### config.mk
export PLATFORM = sky130hd
export DESIGN_NAME = prio_irq_ctrl
export DESIGN_NICKNAME = d
export VERILOG_FILES = /design/src/rtl/prio_irq_pkg.sv /design/src/rtl/prio_irq_regs.sv /design/src/rtl/prio_irq_arb.sv /design/src/rtl/prio_irq_ctrl.sv
export SDC_FILE = /design/constraint.sdc
export NUM_CORES = 2
export LEC_CHECK = 0
export ABC_AREA = 1
export BUFFER_PORTS_ARGS = -buffer_cell sky130_fd_sc_hd__buf_2
export CAP_MARGIN = 20
export CORE_UTILIZATION = 65
export CTS_BUF_LIST = sky130_fd_sc_hd__clkbuf_8
export DETAILED_ROUTE_END_ITERATION = 16
export GPL_ROUTABILITY_DRIVEN = 0
export PLACE_DENSITY = 0.83
export SETUP_SLACK_MARGIN = 0.1
export SYNTH_ARGS = -nofsm -noshare
export SYNTH_HDL_FRONTEND = slang
export SYNTH_SLANG_ARGS = --single-unit
export TNS_END_PERCENT = 100
### constraint.sdc
create_clock -name clk -period 22.2 [get_ports clk]
set_input_delay 4.44 -clock clk [delete_from_list [all_inputs] [get_ports clk]]
set_output_delay 4.44 -clock clk [all_outputs]
set_load 0.03 [all_outputs]
### src/rtl/prio_irq_pkg.sv
package prio_irq_pkg;
  localparam int unsigned BUS_W     = 32;
  localparam int unsigned ADDR_W    = 4;
  localparam int unsigned GROUP_SZ  = 8;
  localparam logic [ADDR_W-1:0] A_LEVEL = 4'd0;
  localparam logic [ADDR_W-1:0] A_ENNUM = 4'd1;
  localparam logic [ADDR_W-1:0] A_DISNUM = 4'd2;
  localparam logic [ADDR_W-1:0] A_VECTOR = 4'd3;
  localparam int unsigned PRIO_LO   = 4;   // lowest urgency word
  localparam int unsigned PRIO_HI   = 11;  // highest urgency word (lines 0..7)
  localparam logic [BUS_W-1:0] VEC_NONE = '1;
endpackage

### src/rtl/prio_irq_regs.sv
module prio_irq_regs
  import prio_irq_pkg::*;
#(
  parameter int unsigned NUM_SRC = 64,
  parameter int unsigned PRIO_W  = 4
) (
  input  logic                     clk,
  input  logic                     rst_n,
  input  logic                     wr,
  input  logic [ADDR_W-1:0]        addr,
  input  logic [BUS_W-1:0]         wdata,
  output logic [NUM_SRC-1:0]       en_q,
  output logic [PRIO_W-1:0]        prio_q [NUM_SRC],
  output logic [PRIO_W:0]          lvl_q
);
  localparam int unsigned NGRP = NUM_SRC / GROUP_SZ;

  logic num_ok;
  assign num_ok = (wdata < BUS_W'(NUM_SRC));

  always_ff @(posedge clk or negedge rst_n) begin
    if (!rst_n) lvl_q <= {1'b1, {PRIO_W{1'b0}}};
    else if (wr && addr == A_LEVEL) lvl_q <= wdata[PRIO_W:0];
  end

  for (genvar s = 0; s < NUM_SRC; s++) begin : g_src
    localparam int unsigned GRP_ADDR = PRIO_HI - (s / GROUP_SZ);
    localparam int unsigned LSB      = (s % GROUP_SZ) * PRIO_W;
    always_ff @(posedge clk or negedge rst_n) begin
      if (!rst_n) begin
        en_q[s]   <= 1'b0;
        prio_q[s] <= '0;
      end else if (wr) begin
        if (addr == A_ENNUM && num_ok && wdata == BUS_W'(s))
          en_q[s] <= 1'b1;
        if (addr == A_DISNUM && num_ok && wdata == BUS_W'(s))
          en_q[s] <= 1'b0;
        if (addr == ADDR_W'(GRP_ADDR))
          prio_q[s] <= wdata[LSB +: PRIO_W];
      end
    end
  end

  if (PRIO_HI - PRIO_LO + 1 != NGRP) begin : g_bad_cfg
    initial $error("urgency word count does not match source count");
  end
endmodule

### src/rtl/prio_irq_arb.sv
module prio_irq_arb #(
  parameter int unsigned NUM_SRC = 64,
  parameter int unsigned PRIO_W  = 4
) (
  input  logic [NUM_SRC-1:0]         elig,
  input  logic [PRIO_W-1:0]          prio [NUM_SRC],
  output logic                       win_valid,
  output logic [$clog2(NUM_SRC)-1:0] win_idx,
  output logic [PRIO_W-1:0]          win_prio
);
  localparam int unsigned IDX_W  = $clog2(NUM_SRC);
  localparam int unsigned LEAVES = 1 << IDX_W;
  localparam int unsigned NODES  = 2 * LEAVES - 1;

  typedef struct packed {
    logic              v;
    logic [PRIO_W-1:0] p;
    logic [IDX_W-1:0]  i;
  } node_t;

  node_t node [NODES];

  for (genvar l = 0; l < LEAVES; l++) begin : g_leaf
    if (l < NUM_SRC) begin : g_real
      assign node[LEAVES-1+l] = '{v: elig[l], p: prio[l], i: IDX_W'(l)};
    end else begin : g_pad
      assign node[LEAVES-1+l] = '{v: 1'b0, p: '0, i: IDX_W'(l)};
    end
  end

  // right child covers higher line numbers: it wins ties
  for (genvar k = 0; k < LEAVES - 1; k++) begin : g_node
    node_t lo, hi;
    assign lo = node[2*k+1];
    assign hi = node[2*k+2];
    assign node[k] = (hi.v && (!lo.v || hi.p >= lo.p)) ? hi : lo;
  end

  assign win_valid = node[0].v;
  assign win_idx   = node[0].i;
  assign win_prio  = node[0].p;
endmodule

### src/rtl/prio_irq_ctrl.sv
module prio_irq_ctrl
  import prio_irq_pkg::*;
#(
  parameter int unsigned NUM_SRC = 64,
  parameter int unsigned PRIO_W  = 4
) (
  input  logic              clk,
  input  logic              rst_n,
  input  logic              bus_wr,
  input  logic              bus_rd,
  input  logic [3:0]        bus_addr,
  input  logic [31:0]       bus_wdata,
  output logic [31:0]       bus_rdata,
  output logic              bus_rvalid,
  input  logic [NUM_SRC-1:0] src_in,
  output logic              irq_o
);
  localparam int unsigned IDX_W = $clog2(NUM_SRC);
  localparam int unsigned HALF  = BUS_W / 2;

  logic [NUM_SRC-1:0] en_q;
  logic [PRIO_W-1:0]  prio_q [NUM_SRC];
  logic [PRIO_W:0]    lvl_q;
  logic [NUM_SRC-1:0] elig;
  logic               win_valid;
  logic [IDX_W-1:0]   win_idx;
  logic [PRIO_W-1:0]  win_prio;
  logic [BUS_W-1:0]   vec_word;
  logic [BUS_W-1:0]   rd_mux;

  prio_irq_regs #(.NUM_SRC(NUM_SRC), .PRIO_W(PRIO_W)) u_regs (
    .clk(clk), .rst_n(rst_n), .wr(bus_wr), .addr(bus_addr),
    .wdata(bus_wdata), .en_q(en_q), .prio_q(prio_q), .lvl_q(lvl_q)
  );

  for (genvar s = 0; s < NUM_SRC; s++) begin : g_elig
    assign elig[s] = src_in[s] && en_q[s] &&
                     (lvl_q[PRIO_W] || (prio_q[s] > lvl_q[PRIO_W-1:0]));
  end

  prio_irq_arb #(.NUM_SRC(NUM_SRC), .PRIO_W(PRIO_W)) u_arb (
    .elig(elig), .prio(prio_q), .win_valid(win_valid),
    .win_idx(win_idx), .win_prio(win_prio)
  );

  assign vec_word = win_valid ? {HALF'(win_idx), HALF'(win_prio)} : VEC_NONE;
  assign irq_o    = win_valid;

  always_comb begin
    rd_mux = '0;
    if (bus_addr == A_LEVEL) rd_mux = BUS_W'(lvl_q);
    else if (bus_addr == A_VECTOR) rd_mux = vec_word;
    else if (bus_addr >= ADDR_W'(PRIO_LO) && bus_addr <= ADDR_W'(PRIO_HI)) begin
      for (int j = 0; j < GROUP_SZ; j++)
        rd_mux[j*PRIO_W +: PRIO_W] =
          prio_q[(PRIO_HI - int'(bus_addr)) * GROUP_SZ + j];
    end
  end

  always_ff @(posedge clk or negedge rst_n) begin
    if (!rst_n) begin
      bus_rdata  <= '0;
      bus_rvalid <= 1'b0;
    end else begin
      bus_rvalid <= bus_rd;
      if (bus_rd) bus_rdata <= rd_mux;
    end
  end
endmodule

Word level (Yosys, flattened, before mapping). Index checks and enable logic that the tools add are counted.

Bits in registers: 358. Input port bits: 104. Output and inout port bits: 34. Word-level logic and storage cells: 1229.

$add $sub $neg: 8. $lt $le $gt $ge: 138. Equality and inequality tests: 74. Muxes and demuxes: 219. Bitwise operators: 8. Reduce and logical (&&, ||, !) cells: 651.

Operator list (number): $eq A32 B6 Y1 const B (32); $mux W11 (63); $eq A32 B5 Y1 const B (16); $logic_and A1 B1 Y1 (323); $ge A33 B7 Y1 const B (8); $not A32 Y33 (8); $eq A32 B4 Y1 const B (8); $gt A4 B4 Y1 (64); $ge A4 B4 Y1 (63); $bmux W4 S6 (8); $reduce_and A2 Y1 (72); $eq A32 B3 Y1 const B (4); $mux W1 (128); $mux W32 (4); $reduce_bool A2 Y1 (64); $logic_or A1 B1 Y1 (127); $add A32 B3 Y32 const B (3); $add A32 B2 Y32 const B (2); $eq A32 B2 Y1 const B (2); $mux W4 (16); $logic_not A1 Y1 (63); $add A32 B1 Y32 const B (1); $eq A32 B1 Y1 const B (1); $logic_not A32 Y1 (1); 10 further kinds (17).

Logic depth before layout (Yosys ltp).
Word-level depth: 30. Depth in mapped cells: 75. Mapped depth without buffers: 75.

By module. A second synthesis with hierarchy kept.

Cells, all modules: 5362. Area total of the unflattened synthesis: 35348.9 sq um.

By module, submodules not included: prio_irq_regs (times used 1, cells an instance 1576, area each 13464.2 sq um, seq. area each 8134.1 sq um); prio_irq_arb (times used 1, cells an instance 2177, area each 11835.1 sq um, seq. area each 0.0 sq um); prio_irq_ctrl (times used 1, cells an instance 1609, area each 10049.6 sq um, seq. area each 825.8 sq um).

Worst setup path before layout. OpenSTA, ideal clock, no wires.

Path type: input to register. From: in src_in[41]. To: reg bus_rdata[0]. Library setup time: 117 ps. Data arrival time: 11344 ps. Required time: 22083 ps. Path slack: 10739 ps. Stages on the path: 62. Buffers on the path: 0. Cell sequence: nand2_1 > a21oi_2 > nand2_1 > inv_2 > nand2_1 > nand2_1 > inv_1 > ha_1 > inv_1 > o21bai_1 > nand3_1 > and3_1 > nand2_1 > nand2_1 > inv_1 > nand2_1 > and2_1 > ha_1 > [26 not listed] > o22ai_1 > nand3_1 > and2_1 > ha_1 > inv_1 > a21boi_0 > o21ai_0 > nand2_1 > a21oi_1 > nand2_1 > nand2_4 > inv_2 > nor2_4 > nand3_1 > nand3_1 > nand2_1 > nand2_1 > nand2_1.

Cells in the longest elaborated chain, start to end: 27. Elaborated cells between the ends (all ways): 30. Classes of those cells: order compare: 5; mux: 9; reduce/logical: 16.

RTL lines: start, declared (RTL line prio_irq_ctrl.sv:15) `input logic [NUM_SRC-1:0] src_in,`; $logic_and A1 B1 Y1 * (2 in series) (RTL line prio_irq_ctrl.sv:37) `assign elig[s] = src_in[s] && en_q[s] &&`; $logic_and A1 B1 Y1 (RTL line prio_irq_arb.sv:36) `assign node[k] = (hi.v && (!lo.v || hi.p >= lo.p)) ? hi : lo;`; $mux W11 * (RTL line prio_irq_arb.sv:36); $ge A4 B4 Y1 or $logic_not A1 Y1 (tied branches) (RTL line prio_irq_arb.sv:36); $logic_or A1 B1 Y1 (RTL line prio_irq_arb.sv:36); $logic_and A1 B1 Y1 (RTL line prio_irq_arb.sv:36); $mux W11 * (RTL line prio_irq_arb.sv:36); $ge A4 B4 Y1 or $logic_not A1 Y1 (tied branches) (RTL line prio_irq_arb.sv:36); [10 not listed]; $mux W11 * (RTL line prio_irq_arb.sv:36); $ge A4 B4 Y1 (RTL line prio_irq_arb.sv:36); $logic_or A1 B1 Y1 (RTL line prio_irq_arb.sv:36); $logic_and A1 B1 Y1 (RTL line prio_irq_arb.sv:36); $mux W11 * (RTL line prio_irq_arb.sv:36); $mux W32 * (RTL line prio_irq_ctrl.sv:46) `assign vec_word = win_valid ? {HALF'(win_idx), HALF'(win_prio)} : VEC_NONE;`; $mux W32 * (RTL line prio_irq_ctrl.sv:52) `else if (bus_addr == A_VECTOR) rd_mux = vec_word;`; $mux W32 * (RTL line prio_irq_ctrl.sv:51) `if (bus_addr == A_LEVEL) rd_mux = BUS_W'(lvl_q);`; end signal, assigned (RTL line prio_irq_ctrl.sv:66) `if (bus_rd) bus_rdata <= rd_mux;`; end, declared (RTL line prio_irq_ctrl.sv:13) `output logic [31:0] bus_rdata,`.

Mark *: on every way between the ends. The rest lies on a longest branch, timed or not. A chain may end at the register's enable or synchronous reset.

Final worst setup path.
From: in src_in[42]. To: reg bus_rdata[3].

Cells in the longest elaborated chain, start to end: 29. Elaborated cells between the ends (all ways): 31. Classes of those cells: order compare: 5; mux: 9; reduce/logical: 17.

RTL lines (RTL line): $logic_and A1 B1 Y1 * (2 in series) (prio_irq_ctrl.sv:37); $logic_not A1 Y1 (prio_irq_arb.sv:36); $logic_or A1 B1 Y1 (prio_irq_arb.sv:36); $logic_and A1 B1 Y1 (prio_irq_arb.sv:36); $mux W11 * (prio_irq_arb.sv:36); $ge A4 B4 Y1 (prio_irq_arb.sv:36); $logic_or A1 B1 Y1 (prio_irq_arb.sv:36); $logic_and A1 B1 Y1 (prio_irq_arb.sv:36); [12 not listed]; $mux W11 * (prio_irq_arb.sv:36); $ge A4 B4 Y1 (prio_irq_arb.sv:36); $logic_or A1 B1 Y1 (prio_irq_arb.sv:36); $logic_and A1 B1 Y1 (prio_irq_arb.sv:36); $mux W11 * (prio_irq_arb.sv:36); $mux W32 * (prio_irq_ctrl.sv:46); $mux W32 * (prio_irq_ctrl.sv:52); $mux W32 * (prio_irq_ctrl.sv:51).

Marks and branches as above.

==> reports/metrics.yaml <==
status: "complete, no violations"
setup_tns_ns: 0
ir_drop_v: 0.00005167
period_minus_slack_ns: 12.57
synthCells: 4937
synth_ff_type: "dfrtp_1"
tightestPinTransition_ns: 1.079
wl_per_cell_um: 20.93
vias_per_cell: 6.153
nets: 5647
rsz0062_at_grt: "no"
synth_top_area_share_pct: 26.70
slowest_stage: "o22ai_1"
synth_nets: 5549
drtIter0Drc: 4789
initial_utilization_pct: 66.28
ys_warn_count: 0
cts_setup_buffers: 0
dpl.hpwl_um: 89770
fin_crit_sh_pct: 56.62
start_kind: "input port"
n_fill_cell: 4303
cellPowerDensity_mw_per_mm2: 85.94
cts-root-buf: "clkbuf_8"
ios: 138
finalSetupViolCount: 0
cts.clk_slew.worst_paths_ns: 0.05
synth_top_area_cell: "dfrtp_1"
ys_seq_area_share_pct: 26.78
syn2layout_area_growth_pct: 7.902
grt_pass1_vias: 32010
overflow: 0
die_w_um: 228.9
synth_async_sr_flop_share_pct: 100.0
die_h_um: 228.9
grt_pass1_wl_um: 182900
antenna_found_initial: 8
cts.path.max_buffers: 3
post_cts_resized: 0
rows: 82
dr.pass1.iters: 9
relSlewSlack_pct: 27.91
cts_tree: "built"
syn-mean-instance-area_um2: 6.777
ys_top_cells_by_area: "dfrtp_1 (27%), ha_1 (19%), nand2_1 (18%), inv_1 (8.0%), nand3_1 (5.1%)"
fin_worst_skew_ns: 0.02985
port_buffers: 137
grt_start_max_net_pins: 161
power_leakage_uw: 0.02046
routed_wl_um: 120500
yosysUniqueCellTypes: 56
total_power_uw: 3103
critical-path-max-stage-delay_ns: 0.49
syn_area_mm2: 0.03346
arrival_ns: 13.15
hold_buffers: 0
end_kind: "flop"
worstSkewPairLatency_ns: 0.72
clkSinkCount: 358
crit_type: "input port to flop"
htree_levels: 3
core_area_mm2: 0.05048
path_common_cell: "nand2_1"
fmax_mhz: 79.56
maxCapViolations: 0
cts_buffers: 71
min_path_type: "flop to flop"
maxSlewViolCount: 0
vias: 35410
final-hold-violation-count: 0
drive_gt1_share_pct: 7.600
crit_required_ns: 22.78
ant_nets: 0
route.detailed.drc: 0
synth-seq-cells: 358
crit_fanout: 9
die_area_mm2: 0.05238
grt_usage_pct: 45.61
synth_edf_count: 0
-- through the flow --
step	utilization [%]	std cells	worst slack, ns	hold slack (ns)	instance area, µm²
final	71.52	5755	9.630	0.4815	36100
after global routing	71.50	5752	8.764	0.5100	36090
after CTS	71.50	5751	9.899	0.4873	36090
after detailed placement	68.80	5634	9.197	0.4743	34730
after global placement	68.75	5633	9.293	0.4669	34700
after floorplan	-	4937	10.74	0.4692	33460
-- cell families after synthesis --
group	share of synthesized area [%]
and+or+nand+nor	27.58
AOI/OAI and AO/OA	15.99
buffers and inverters	10.25
adders and majority gates	19.00
DFF	26.78
muxes	0.4039
-- cells in the mapped netlist (7+ instances only) --
cell type	count
o211ai_1	9
nor2_2	7
o21ai_1	30
a21oi_1	238
a221oi_1	9
o22ai_1	40
ha_1	508
and2_1	23
clkbuf_1	108
mux2_2	12
buf_1	10
nor3_2	7
dfrtp_1	357
o2111ai_1	10
o221ai_1	28
nand2_1	1635
a31oi_1	102
nand3_1	338
o21ai_0	317
nor2_1	210
inv_1	710
buf_2	17
nand4_1	11
inv_2	22
buf_6	11
a21boi_0	7
o21bai_1	74
a21oi_2	15
-- placed cells by master, fill, tap and decap left out, drive strengths merged, types with 7 or more instances in the layout --
cell / count
and2: 23
a21boi: 7
dfrtp: 357
inv: 755
clkbuf: 88
nand4: 12
nor4: 9
nand3: 339
mux2: 12
nand2: 1642
o211ai: 9
a31oi: 102
nor3: 14
o21ai: 351
ha: 508
o21bai: 74
o2111ai: 10
buf: 173
a21oi: 258
o22ai: 40
o221ai: 28
a221oi: 9
clkinv: 8
nor2: 219
-- sequential cells by signal (all words and copies together), names as in the netlist --
name and cells:
u_regs.lvl_q 5, bus_rdata 32, u_regs.prio_q 256, u_regs.en_q 64, bus_rvalid 1
-- report_power, final --
group / switching [µW] / leakage, µW / internal (µW) / total, µW
registers: 165 / 0.00442 / 775 / 940
logic: 940 / 0.0153 / 541 / 1480
clock network: 324 / 0.000767 / 357 / 681
total: 1430 / 0.0205 / 1670 / 3100
-- path summary, 6_finish.rpt --
path	end	start	depth (start not counted)	slack (ns)
worst max-delay path	bus_rdata[3]	src_in[42]	63	9.63
worst min-delay path	bus_rdata[7]	bus_rdata[7]	2	0.48
worst max register to register	bus_rdata[3]	u_regs.lvl_q[1]	69	11.06
worst min register to register	bus_rdata[7]	bus_rdata[7]	2	0.48
max in group asynchronous	u_regs.en_q[35]	rst_n	2	17.07
min in group asynchronous	u_regs.prio_q[86]	rst_n	1	3.72
-- cell type report --
class	count	area, µm²	area share, %
diodes	4	10.01	0.02773
clock buffers	88	1211	3.355
clock inverters	29	150.1	0.4159
inverters	736	2766	7.663
multi-input cells	3695	21160	58.62
flip-flops and latches	358	8961	24.82
well taps	672	840.8	2.329
repair buffers	173	998.5	2.766
-- metal layers --
layer  vias up  part of all wire (%)  track usage, %
li1      16390                     -               -
met1     15980                    38           59.09
met2      2457                    40           65.44
met3       581                    14           13.17
met4         8                   8.2           31.48
met5         -                  0.12               0
-- worst max-delay path: cells and delay by family --
family,cells,cell delay [ns]
buffers and inverters,12,1.07
AND/OR/NAND/NOR,31,3.93
adder cells (fa/ha/maj),5,1.34
AO/OA/AOI/OAI,15,2.36
No activity file was read; power rests on OpenSTA's default activity.
